## config.mk

```make
export PLATFORM = sky130hd
export DESIGN_NAME = gate_cancel_opt
export DESIGN_NICKNAME = d
export VERILOG_FILES = /design/src/rtl/gate_cancel_opt.sv
export SDC_FILE = /design/constraint.sdc
export NUM_CORES = 1
export LEC_CHECK = 0
export CORE_ASPECT_RATIO = 0.9
export CORE_MARGIN = 4
export CORE_UTILIZATION = 41
export DETAILED_ROUTE_END_ITERATION = 8
export DONT_BUFFER_PORTS = 1
export PLACE_DENSITY_LB_ADDON = 0.1
export SLEW_MARGIN = 30
export SYNTH_ARGS = -nofsm -noshare
export SYNTH_HDL_FRONTEND = slang
export SYNTH_SLANG_ARGS = --single-unit
```

## constraint.sdc

```tcl
create_clock -name clk -period 8.8 [get_ports clk]
set_input_delay 0.88 -clock clk [delete_from_list [all_inputs] [get_ports clk]]
set_output_delay 0.88 -clock clk [all_outputs]
set_load 0.05 [all_outputs]
```

## src/rtl/gate_cancel_opt.sv

```systemverilog
module gate_cancel_opt #(
  parameter int NL    = 3,
  parameter int DEPTH = 16,
  parameter int LOOK  = 2,
  localparam int TW = (NL > 1) ? $clog2(NL) : 1,
  localparam int AW = (DEPTH > 1) ? $clog2(DEPTH) : 1,
  localparam int PW = $clog2(DEPTH + 1)
) (
  input  logic          clk,
  input  logic          rst_n,
  input  logic          in_valid,
  output logic          in_ready,
  input  logic [TW-1:0] in_tgt,
  input  logic [NL-1:0] in_ctl,
  input  logic          in_last,
  output logic          out_valid,
  output logic [TW-1:0] out_tgt,
  output logic [NL-1:0] out_ctl,
  output logic          out_last,
  output logic [PW-1:0] del_count,
  output logic          done
);
  typedef enum logic [1:0] {LOAD, REDUCE, EMIT, FIN} st_t;
  st_t st;

  logic [TW-1:0] mt [DEPTH];
  logic [NL-1:0] mc [DEPTH];
  logic [PW-1:0] len, r, w;
  logic          pass_del;

  logic [TW-1:0] g_t, e_t;
  logic [NL-1:0] g_c, e_c;
  logic          hit, blk;
  int            hj;

  assign g_t = mt[r[AW-1:0]];
  assign g_c = mc[r[AW-1:0]];

  assign in_ready  = (st == LOAD);
  assign out_valid = (st == EMIT) && (r < len);
  assign out_tgt   = g_t;
  assign out_ctl   = g_c;
  assign out_last  = out_valid && (r == len - PW'(1));
  assign done      = (st == FIN);

  always_comb begin
    hit = 1'b0; blk = 1'b0; hj = 0;
    e_t = '0;   e_c = '0;
    for (int j = 1; j <= LOOK; j++) begin
      if (!hit && !blk && int'(w) >= j) begin
        e_t = mt[AW'(int'(w) - j)];
        e_c = mc[AW'(int'(w) - j)];
        if (e_t == g_t && e_c == g_c) begin
          hit = 1'b1; hj = j;
        end else if (g_c[e_t] || e_c[g_t]) begin
          blk = 1'b1;
        end
      end
    end
  end

  always_ff @(posedge clk) begin
    if (!rst_n) begin
      st <= LOAD; len <= '0; r <= '0; w <= '0;
      pass_del <= 1'b0; del_count <= '0;
    end else begin
      case (st)
        LOAD: if (in_valid) begin
          mt[len[AW-1:0]] <= in_tgt;
          mc[len[AW-1:0]] <= in_ctl;
          len <= len + PW'(1);
          if (in_last || len == PW'(DEPTH - 1)) st <= REDUCE;
        end
        REDUCE: if (r == len) begin
          r <= '0;
          if (pass_del) begin
            len <= w; w <= '0; pass_del <= 1'b0;
          end else begin
            st <= EMIT;
          end
        end else begin
          if (hit) begin
            for (int i = 0; i < DEPTH - 1; i++)
              if (i >= int'(w) - hj && i < int'(w) - 1) begin
                mt[i] <= mt[i+1];
                mc[i] <= mc[i+1];
              end
            w <= w - PW'(1);
            del_count <= del_count + PW'(2);
            pass_del <= 1'b1;
          end else begin
            mt[w[AW-1:0]] <= g_t;
            mc[w[AW-1:0]] <= g_c;
            w <= w + PW'(1);
          end
          r <= r + PW'(1);
        end
        EMIT: begin
          r <= r + PW'(1);
          if (r + PW'(1) >= len) st <= FIN;
        end
        default: ;
      endcase
    end
  end
endmodule

```

Yosys cells after proc, flatten, opt, wreduce, memory -nomap -nowiden
Memory sizes are Yosys's and may differ from the RTL's. A register that Yosys moved wholly into a read port is not among the register bits. Cells that the tools add are included.

Word-level logic and storage cells: 369. Register bits after elaboration: 23. Memories: 2. Memory bits (read-only): 0. Latch bits: 0. Input bits: 9. RAM bits: 80. Output and inout bits: 14.

Memory list: mc (words 16, bits a word 3, rd ports 18, clocked after Yosys merged registers in 1, wr ports 1, line 27) `logic [NL-1:0] mc [DEPTH];`; mt (words 16, bits a word 2, rd ports 18, clocked after Yosys merged registers in 1, wr ports 1, line 26) `logic [TW-1:0] mt [DEPTH];`.

Order comparisons: 36. Bitwise gates (word level): 1. Equal/unequal tests: 17. Shift operators: 0. Muxes and demuxes: 231. Multipliers: 0. Divide/modulo/power cells: 0. Reductions and logical operators: 67. $add $sub $neg: 9.

Operator list (count): $ge 5x32->1 const A (7); $mux 1 (144); $mux 4 (36); $ge 4x32->1 const A (4); $ge 3x32->1 const A (2); $mux 32 (2); $mux 3 (16); $reduce_or 3->1 (16); $lt 5x6->1 const A (7); $mux 2 (21); $mux 5 (7); $ge 1x32->1 const A (1); $ge 2x32->1 const A (1); $reduce_or 2->1 (16); $sub 6x32->32 (1); $lt 4x6->1 const A (4); $logic_and 1x1->1 (21); $pmux 5 s2 (2); $add 5x1->5 const B (3); $lt 3x6->1 const A (2); $eq 5x5->1 (2); $ne 2x2->1 const B (5); $sub 5x1->5 const B (2); $eq 3x3->1 (2); other kinds (27) (37).

Logic depth before layout (Yosys ltp)
Gate-level depths: netlist (run 1). An unclocked memory read counts as a cell.

Depth after elaboration: 38. Mapped depth: 28.

Worst setup path before layout (run 1)
No wires, ideal clock.

Kind: register -> register. From: register w[0]. To: memory mc[0][0], enable pin. Arrival time: 6690 ps. Cell stages (with the launch flop): 25. Period minus slack after synthesis: 7064 ps. Buffers on the path: 7. Slack: 1736 ps. Required time: 8426 ps. Cell sequence: dfxtp_1 -> buf_2 -> buf_2 -> buf_2 -> inv_1 -> ha_1 -> clkbuf_1 -> buf_2 -> clkbuf_1 -> mux4_2 -> mux4_2 -> nand3_1 -> a31oi_1 -> nor4_1 -> nand2_1 -> fa_1 -> clkbuf_1 -> nor3_1 -> ha_1 -> inv_1 -> a211o_1 -> or2_2 -> o21ai_0 -> o2111ai_1 -> o21ai_0.

Cells in the longest elaborated chain, start to end: 38.

Ends and longest elaborated chain: from (decl) (line 28) `logic [PW-1:0] len, r, w;`; from (signal assigned) (line 88) `w <= w - PW'(1);`; from (signal assigned) (line 94) `w <= w + PW'(1);`; $sub 5x1->6 (line 84) `if (i >= int'(w) - hj && i < int'(w) - 1) begin`; $mem_v2 16x2 or $mem_v2 16x3 (tied branches); $bmux 1 s2 (line 55) `end else if (g_c[e_t] || e_c[g_t]) begin`; $mux 1 (not written as such) (line 55); $logic_or 1x1->1 (line 55); $mux 1 (line 55); $mux 1 (line 53) `if (e_t == g_t && e_c == g_c) begin`; $mux 1 (line 50) `if (!hit && !blk && int'(w) >= j) begin`; (+7 left out); $mux 1 (line 84); $mux 1 (line 82) `if (hit) begin`; $mux 1 (line 74) `REDUCE: if (r == len) begin`; $mux 1 (line 67) `case (st)`; $mux 1 (line 63) `if (!rst_n) begin`; $mux 1 (not written as such) (line 86) `mc[i] <= mc[i+1];`; $reduce_or 3->1 (no line); $mux 4 (no line) or $mux 1 (tied branches) (16 in series); to (decl) (line 27).

Several ways; a longest one is shown, not always the timed one. The select of a mux whose other input is x is not followed.

Worst setup path in the final report (run 1)
From: register w[2]. To: memory mt[0][1] (netlist name), enable pin.

Cells in the longest elaborated chain, start to end: 38.

Ends and longest elaborated chain: $sub 5x1->6 (line 84); $mem_v2 16x2 or $mem_v2 16x3 (tied branches); $bmux 1 s2 (line 55); $mux 1 (not written as such) (line 55); $logic_or 1x1->1 (line 55); $mux 1 (line 55); $mux 1 (line 53); $mux 1 (line 50); (+7 left out); $mux 1 (line 84); $mux 1 (line 82); $mux 1 (line 74); $mux 1 (line 67); $mux 1 (line 63); $mux 1 (not written as such) (line 85) `mt[i] <= mt[i+1];`; $reduce_or 2->1 (no line); $mux 4 (no line) or $mux 1 (tied branches) (16 in series); to (decl) (line 26).

Several ways; a longest one is shown, not always the timed one. The select of a mux whose other input is x is not followed.

==> results of run 1 <==
-- synthesized netlist by cell type (all sizes together), types with 17 or more instances --
| master | number | share of area [%] |
|---|---|---|
| mux4 | 64 | 18 |
| a21oi | 22 | 1.4 |
| buf | 17 | 1.2 |
| dfxtp | 26 | 6.5 |
| mux2 | 81 | 11 |
| o21ai | 29 | 1.8 |
| ha | 30 | 4.7 |
| edfxtp | 80 | 30 |
| nor2 | 43 | 2.0 |
| nand3 | 32 | 2.4 |
| mux2i | 34 | 4.2 |
| inv | 20 | 0.93 |
| clkbuf | 23 | 1.1 |
| nand2 | 40 | 1.9 |
-- worst min path at each step --
| stage | start | to | slack [ns] | cells past startpoint |
|---|---|---|---|---|
| 2_1_floorplan | r[4] | r[4] | 0.50 | 2 |
| 3_3_place_gp | r[4] | r[4] | 0.53 | 2 |
| 3_5_place_dp | r[4] | r[4] | 0.54 | 2 |
| 4_1_cts | r[4] | r[4] | 0.56 | 2 |
| 5_1_grt | r[4] | r[4] | 0.58 | 2 |
| 6_report | r[4] | r[4] | 0.56 | 2 |
-- layer usage --
metal  routed length [microns]  vias up  GRT usage [%]
met5                         0        -              0
met4                       466        0           5.71
met3                      2160       20           6.41
met2                     11100      261           34.6
met1                     11300     2985           34.0
li1                          -     2564              -
-- flip-flops by register name, indices dropped and copies added, names as in the netlist, named ones only --
| signal | flops |
|---|---|
| len | 5 |
| w | 5 |
| pass_del | 1 |
| r | 5 |
| mc | 48 |
| del_count | 4 |
| mt | 32 |
| st | 2 |
-- power by group through the flow --
stage	logic, uW	registers, uW	clock network (uW)
2_1_floorplan	920	629	0
3_3_place_gp	1150	665	0
3_5_place_dp	1160	665	0
4_1_cts	1160	654	425
5_1_grt	1260	662	443
6_report	1170	656	417
-- cells by family after synthesis --
| family | Yosys count | share of synthesized area (%) |
|---|---|---|
| multiplexers | 179 | 33.5 |
| AND/OR/NAND/NOR | 172 | 11.2 |
| flip-flops | 106 | 36.3 |
| AO/OA/AOI/OAI | 92 | 7.54 |
| buffers and inverters | 61 | 3.28 |
| adder cells (fa/ha/maj) | 31 | 4.91 |
| XOR/XNOR | 29 | 3.25 |
| other | 1 | 0.0466 |
-- area by class of cell --
class / instances / share of cell area [%]
multi-input combinational: 504 / 57.0
sequential: 106 / 34.3
tap: 250 / 3.66
clock buffer: 9 / 2.64
inverter: 21 / 0.923
clock inverter: 7 / 0.791
timing repair buffer: 8 / 0.703
-- worst max-delay path, stage by stage, from the launching register on --
cell       delay (ns)
dfxtp_1          0.81
inv_1            0.33
ha_1             0.75
mux4_2           0.41
mux4_2           0.49
xor2_1           0.15
or4_1            0.58
nor4_1           0.72
nand2_1          0.23
fa_1             0.54
nor3_1           0.27
ha_1             0.18
inv_1            0.04
a211o_1          0.26
or2_2            0.33
o21ai_0          0.39
o2111ai_1        0.41
o21ai_0          0.45
-- per-stage QoR --
stage / std cells / hold WS, ns
4_1_cts: 905 / 0.558
5_1_grt: 905 / 0.576
3_5_place_dp: 889 / 0.544
2_1_floorplan: 671 / 0.499
3_3_place_gp: 889 / 0.533
6_report: 905 / 0.560
==> flow_summary.json, run 1 <==
{
  "crit_path_end_kind": "flop",
  "clock_power_share_pct": 18.6,
  "power.density_mw_per_mm2": 262,
  "gp_congestion": 0.864,
  "grt_max_degree": 50,
  "syn_avg_cell_area_sq_um": 12.0,
  "fin_crit_sh_pct": 87.4,
  "path_clk_slew_ns": 0.08,
  "synth_edf_count": 80,
  "grt.total_usage_pct": 23.3,
  "vias": 5830,
  "ant_nets": 0,
  "ys_warn_count": 0,
  "status": "finished, final reports clean",
  "via_per_inst": 6.44,
  "clkLatencyLatePin_ns": 0.37,
  "nets": 690,
  "route.detailed.drc": 0,
  "area_delta_synth_final_pct": 6.09,
  "antenna_found_initial": 0,
  "crit_fanout": 17,
  "startpoint": "w[2]",
  "drtIter0Drc": 560,
  "cts_htree_levels": 3,
  "r2r_setup_slack_ns": 1.11,
  "crit_type": "flop to flop",
  "fin_crit_ns": 7.69,
  "drv_cap": 0,
  "ctsResizeCount": 0,
  "finClkSkew_ns": 0.00980,
  "diodes": 0,
  "core_area_sq_mm": 0.0192,
  "p_int_uw": 1270,
  "setup_viol": 0,
  "max_freq_mhz": 130,
  "vdd_drop_max_uv": 97.4,
  "p_comb_share_pct": 52.1,
  "relSlewSlack_pct": 30.8,
  "first_pass_iters": 6,
  "num-fill-cells": 1810,
  "wl_per_cell_microns": 27.7,
  "cts_tree": "done",
  "seq_area_sq_mm": 0.00293,
  "multi_input_area_sq_mm": 0.00487,
  "cp.arrival_ns": 7.69,
  "rr_worst_depth": 17,
  "start_util_pct": 41.9,
  "layout_setup_ws_ns": 1.11,
  "share_seq_of_total_power_pct": 29.3,
  "r2r-end": "mt[0][1]",
  "yosysUniqueCellTypes": 62,
  "drive_gt1_share_pct": 29.2,
  "fin_setup_tns_ns": 0,
  "ctsLongestPathBuffers": 2,
  "numCtsBuffers": 9,
  "cts-hold-fix-buffers": 0,
  "synth_area_sq_mm": 0.00805,
  "rows": 48,
  "worstReg2RegStart": "w[2]",
  "grt_setup_unrepaired": "no",
  "syn-num-nets": 711,
  "grt_pass1_wl_microns": 38400,
  "yosysSeqAreaShare_pct": 36.3,
  "dieWidth_microns": 156,
  "ys_seq_elements": 106,
  "pre_cts_slack_ns": 1.09,
  "drv_slew": 0,
  "synthCells": 671,
  "power_uw": 2240,
  "layout_common_cells": "80 x mux2_2, 80 x edfxtp_1, 64 x mux4_2",
  "cts.sinks": 106,
  "pin_count": 23,
  "worst_hold_path_type": "flop to flop",
  "fp.dieH_microns": 141,
  "synth_flop_cell": "edfxtp_1",
  "grt_overflow_total": 0,
  "die_area_sq_mm": 0.0219,
  "hpwlAfterDp_microns": 19000,
  "placed_cell_area_sq_mm": 0.00824,
  "power.static_leakage_uw": 0.00288,
  "final_core_util_pct": 44.4,
  "port_buffers": 0,
  "worstMarginPinSlew_ns": 1.03,
  "post-route-cell-area_sq_mm": 0.00854,
  "p_sw_uw": 970,
  "synthArstFlopShare_pct": 0,
  "p_sw_share_pct": 43.3,
  "grt_pass1_vias": 5877,
  "startpoint_type": "flop",
  "cp.required_ns": 8.80,
  "hold_viol_final": 0,
  "wirelength_microns": 25100,
  "cts_root_buf": "clkbuf_16",
  "post-cts-setup-buffer-count": 0,
  "endpoint": "mt[0][1]"
}
No activity file was read; power rests on OpenSTA's default activity.
==> run 2, diff against run 1 <==
--- a/config.mk
+++ b/config.mk
@@ -11,6 +11,7 @@
 export DETAILED_ROUTE_END_ITERATION = 8
 export DONT_BUFFER_PORTS = 1
 export PLACE_DENSITY_LB_ADDON = 0.1
+export REMOVE_ABC_BUFFERS = 1
 export SLEW_MARGIN = 30
 export SYNTH_ARGS = -nofsm -noshare
 export SYNTH_HDL_FRONTEND = slang
==> constraint.sdc (replaced) <==
create_clock -name clk -period 8.8 [get_ports clk]
set_input_delay 0 -clock clk [delete_from_list [all_inputs] [get_ports clk]]
set_output_delay 0 -clock clk [all_outputs]
set_load 0.05 [all_outputs]
==> flow_summary.json, run 2 (same netlist as run 1, synthesis figures left out) <==
{
  "status": "finished, final reports clean",
  "grt_max_degree": 50,
  "hpwlAfterDp_microns": 19100,
  "cts_root_buf": "clkbuf_16",
  "max_freq_mhz": 133,
  "drtIter0Drc": 499,
  "dieWidth_microns": 156,
  "path_cells": "inv_1, ha_1, mux4_2, mux4_2, xor2_1, or4_1, nor4_1, nand2_1, fa_1, nor3_1, ha_1, inv_1, a211o_1, or2_2, o21ai_0, o2111ai_1, o21ai_0",
  "crit_path_end_kind": "flop",
  "worstReg2RegStart": "w[2]",
  "grt.total_usage_pct": 22.5,
  "path_delay_family": "simple AND/OR/NAND/NOR gates",
  "worst_hold_path_type": "input pin to flop",
  "clkLatencyLatePin_ns": 0.36,
  "cp.required_ns": 8.79,
  "reg_top3": "mc (48), mt (32)",
  "placed_cell_area_sq_mm": 0.00824,
  "fin_crit_sh_pct": 85.6,
  "ctsLongestPathBuffers": 2,
  "top_register": "mc",
  "ctsResizeCount": 0,
  "pin_count": 23,
  "rr_worst_depth": 17,
  "power.density_mw_per_mm2": 265,
  "fp.dieH_microns": 141,
  "via_per_inst": 6.49,
  "finClkSkew_ns": 0.0118,
  "die_area_sq_mm": 0.0219,
  "core_area_sq_mm": 0.0192,
  "route.detailed.drc": 0,
  "grt_pass1_wl_microns": 37100,
  "rows": 48,
  "drv_cap": 0,
  "critPathSlowestCell": "dfxtp_1",
  "cts_htree_levels": 3,
  "vdd_drop_max_uv": 116,
  "post-route-cell-area_sq_mm": 0.00860,
  "grt_setup_unrepaired": "no",
  "crit_fanout": 17,
  "drv_slew": 0,
  "wl_per_cell_microns": 26.9,
  "ant_nets": 0,
  "cts.sinks": 106,
  "hold_viol_final": 0,
  "crit_buf_inv": 2,
  "min_path_cells": 2,
  "gp_congestion": 0.960,
  "largest_register_ffs": 48,
  "antenna_found_initial": 1,
  "area_delta_synth_final_pct": 6.79,
  "numCtsBuffers": 9,
  "drive_gt1_share_pct": 29.0,
  "cp.arrival_ns": 7.52,
  "path_depth": 17,
  "grt_overflow_total": 0,
  "startpoint_type": "flop",
  "path_clk_slew_ns": 0.08,
  "setup_viol": 0,
  "startpoint": "w[2]",
  "start_util_pct": 41.9,
  "fin_setup_tns_ns": 0,
  "vias": 5884,
  "worstHoldStart": "rst_n",
  "cts_tree": "done",
  "fin_crit_ns": 7.53,
  "grt_pass1_vias": 5913,
  "wirelength_microns": 24400,
  "layout_common_cells": "80 x mux2_2, 80 x edfxtp_1, 64 x mux4_2",
  "relSlewSlack_pct": 32.3,
  "crit_type": "flop to flop",
  "worstMarginPinSlew_ns": 0.988,
  "first_pass_iters": 5,
  "power.static_leakage_uw": 0.00291,
  "r2r_setup_slack_ns": 1.27,
  "cpPeakStageDelay_ns": 0.82,
  "port_buffers": 0,
  "nets": 691
}
-- run 2: area by class of cell --
cell class | instances | area [sq um]
diodes | 1 | 2.50
clock buffers | 10 | 250
clock inverters | 6 | 82.6
fillers | 1781 | 10600
inverters | 21 | 78.8
multi-input cells | 504 | 4880
flip-flops and latches | 106 | 2920
well taps | 250 | 313
repair buffers | 9 | 70.1
-- run 2: worst paths after layout --
check / to
worst max-delay path: mt[0][1]
worst min-delay path: w[0]
worst max register to register: mt[0][1]
worst min register to register: r[4]
-- run 2: what timing repair did --
item	in CTS	in global routing
hold endpoints to repair	5	0
setup buffers	0	0
hold buffers	1	0
-- run 2: metal layers --
layer	track usage, %	wire length, microns
met1	32.6	10900
met2	34.0	11000
met3	5.10	1960
met4	6.45	554
met5	0	0
-- run 2: power by group --
| part | internal [uW] | switching (uW) | leakage, uW | total, uW |
|---|---|---|---|---|
| sequential | 594 | 64.0 | 0.000931 | 658 |
| combinational | 480 | 693 | 0.00182 | 1170 |
| clock | 245 | 201 | 0.000164 | 446 |
-- run 2: metrics by stage --
stage          hold WS, ns  setup slack, ns  util [%]  std cells  total power, uW
5_1_grt              0.121            0.809      44.7        907             2400
3_5_place_dp         0.152             1.19      42.9        889             1820
2_1_floorplan        0.139            0.806         -        631             1530
3_3_place_gp         0.152             1.43      42.9        889             1820
4_1_cts             0.0656             1.18      44.7        906             2270
6_report            0.0833             1.27      44.7        907             2280
-- run 2: worst reg2reg max path, delay by kind of cell, from the launching register on --
family	cells	cell delay [ns]
multiplexers	2	0.88
XOR/XNOR	1	0.15
adder cells (fa/ha/maj)	3	1.41
flip-flops	1	0.82
buffers and inverters	2	0.35
AO/OA/AOI/OAI	4	1.45
AND/OR/NAND/NOR	5	2.11
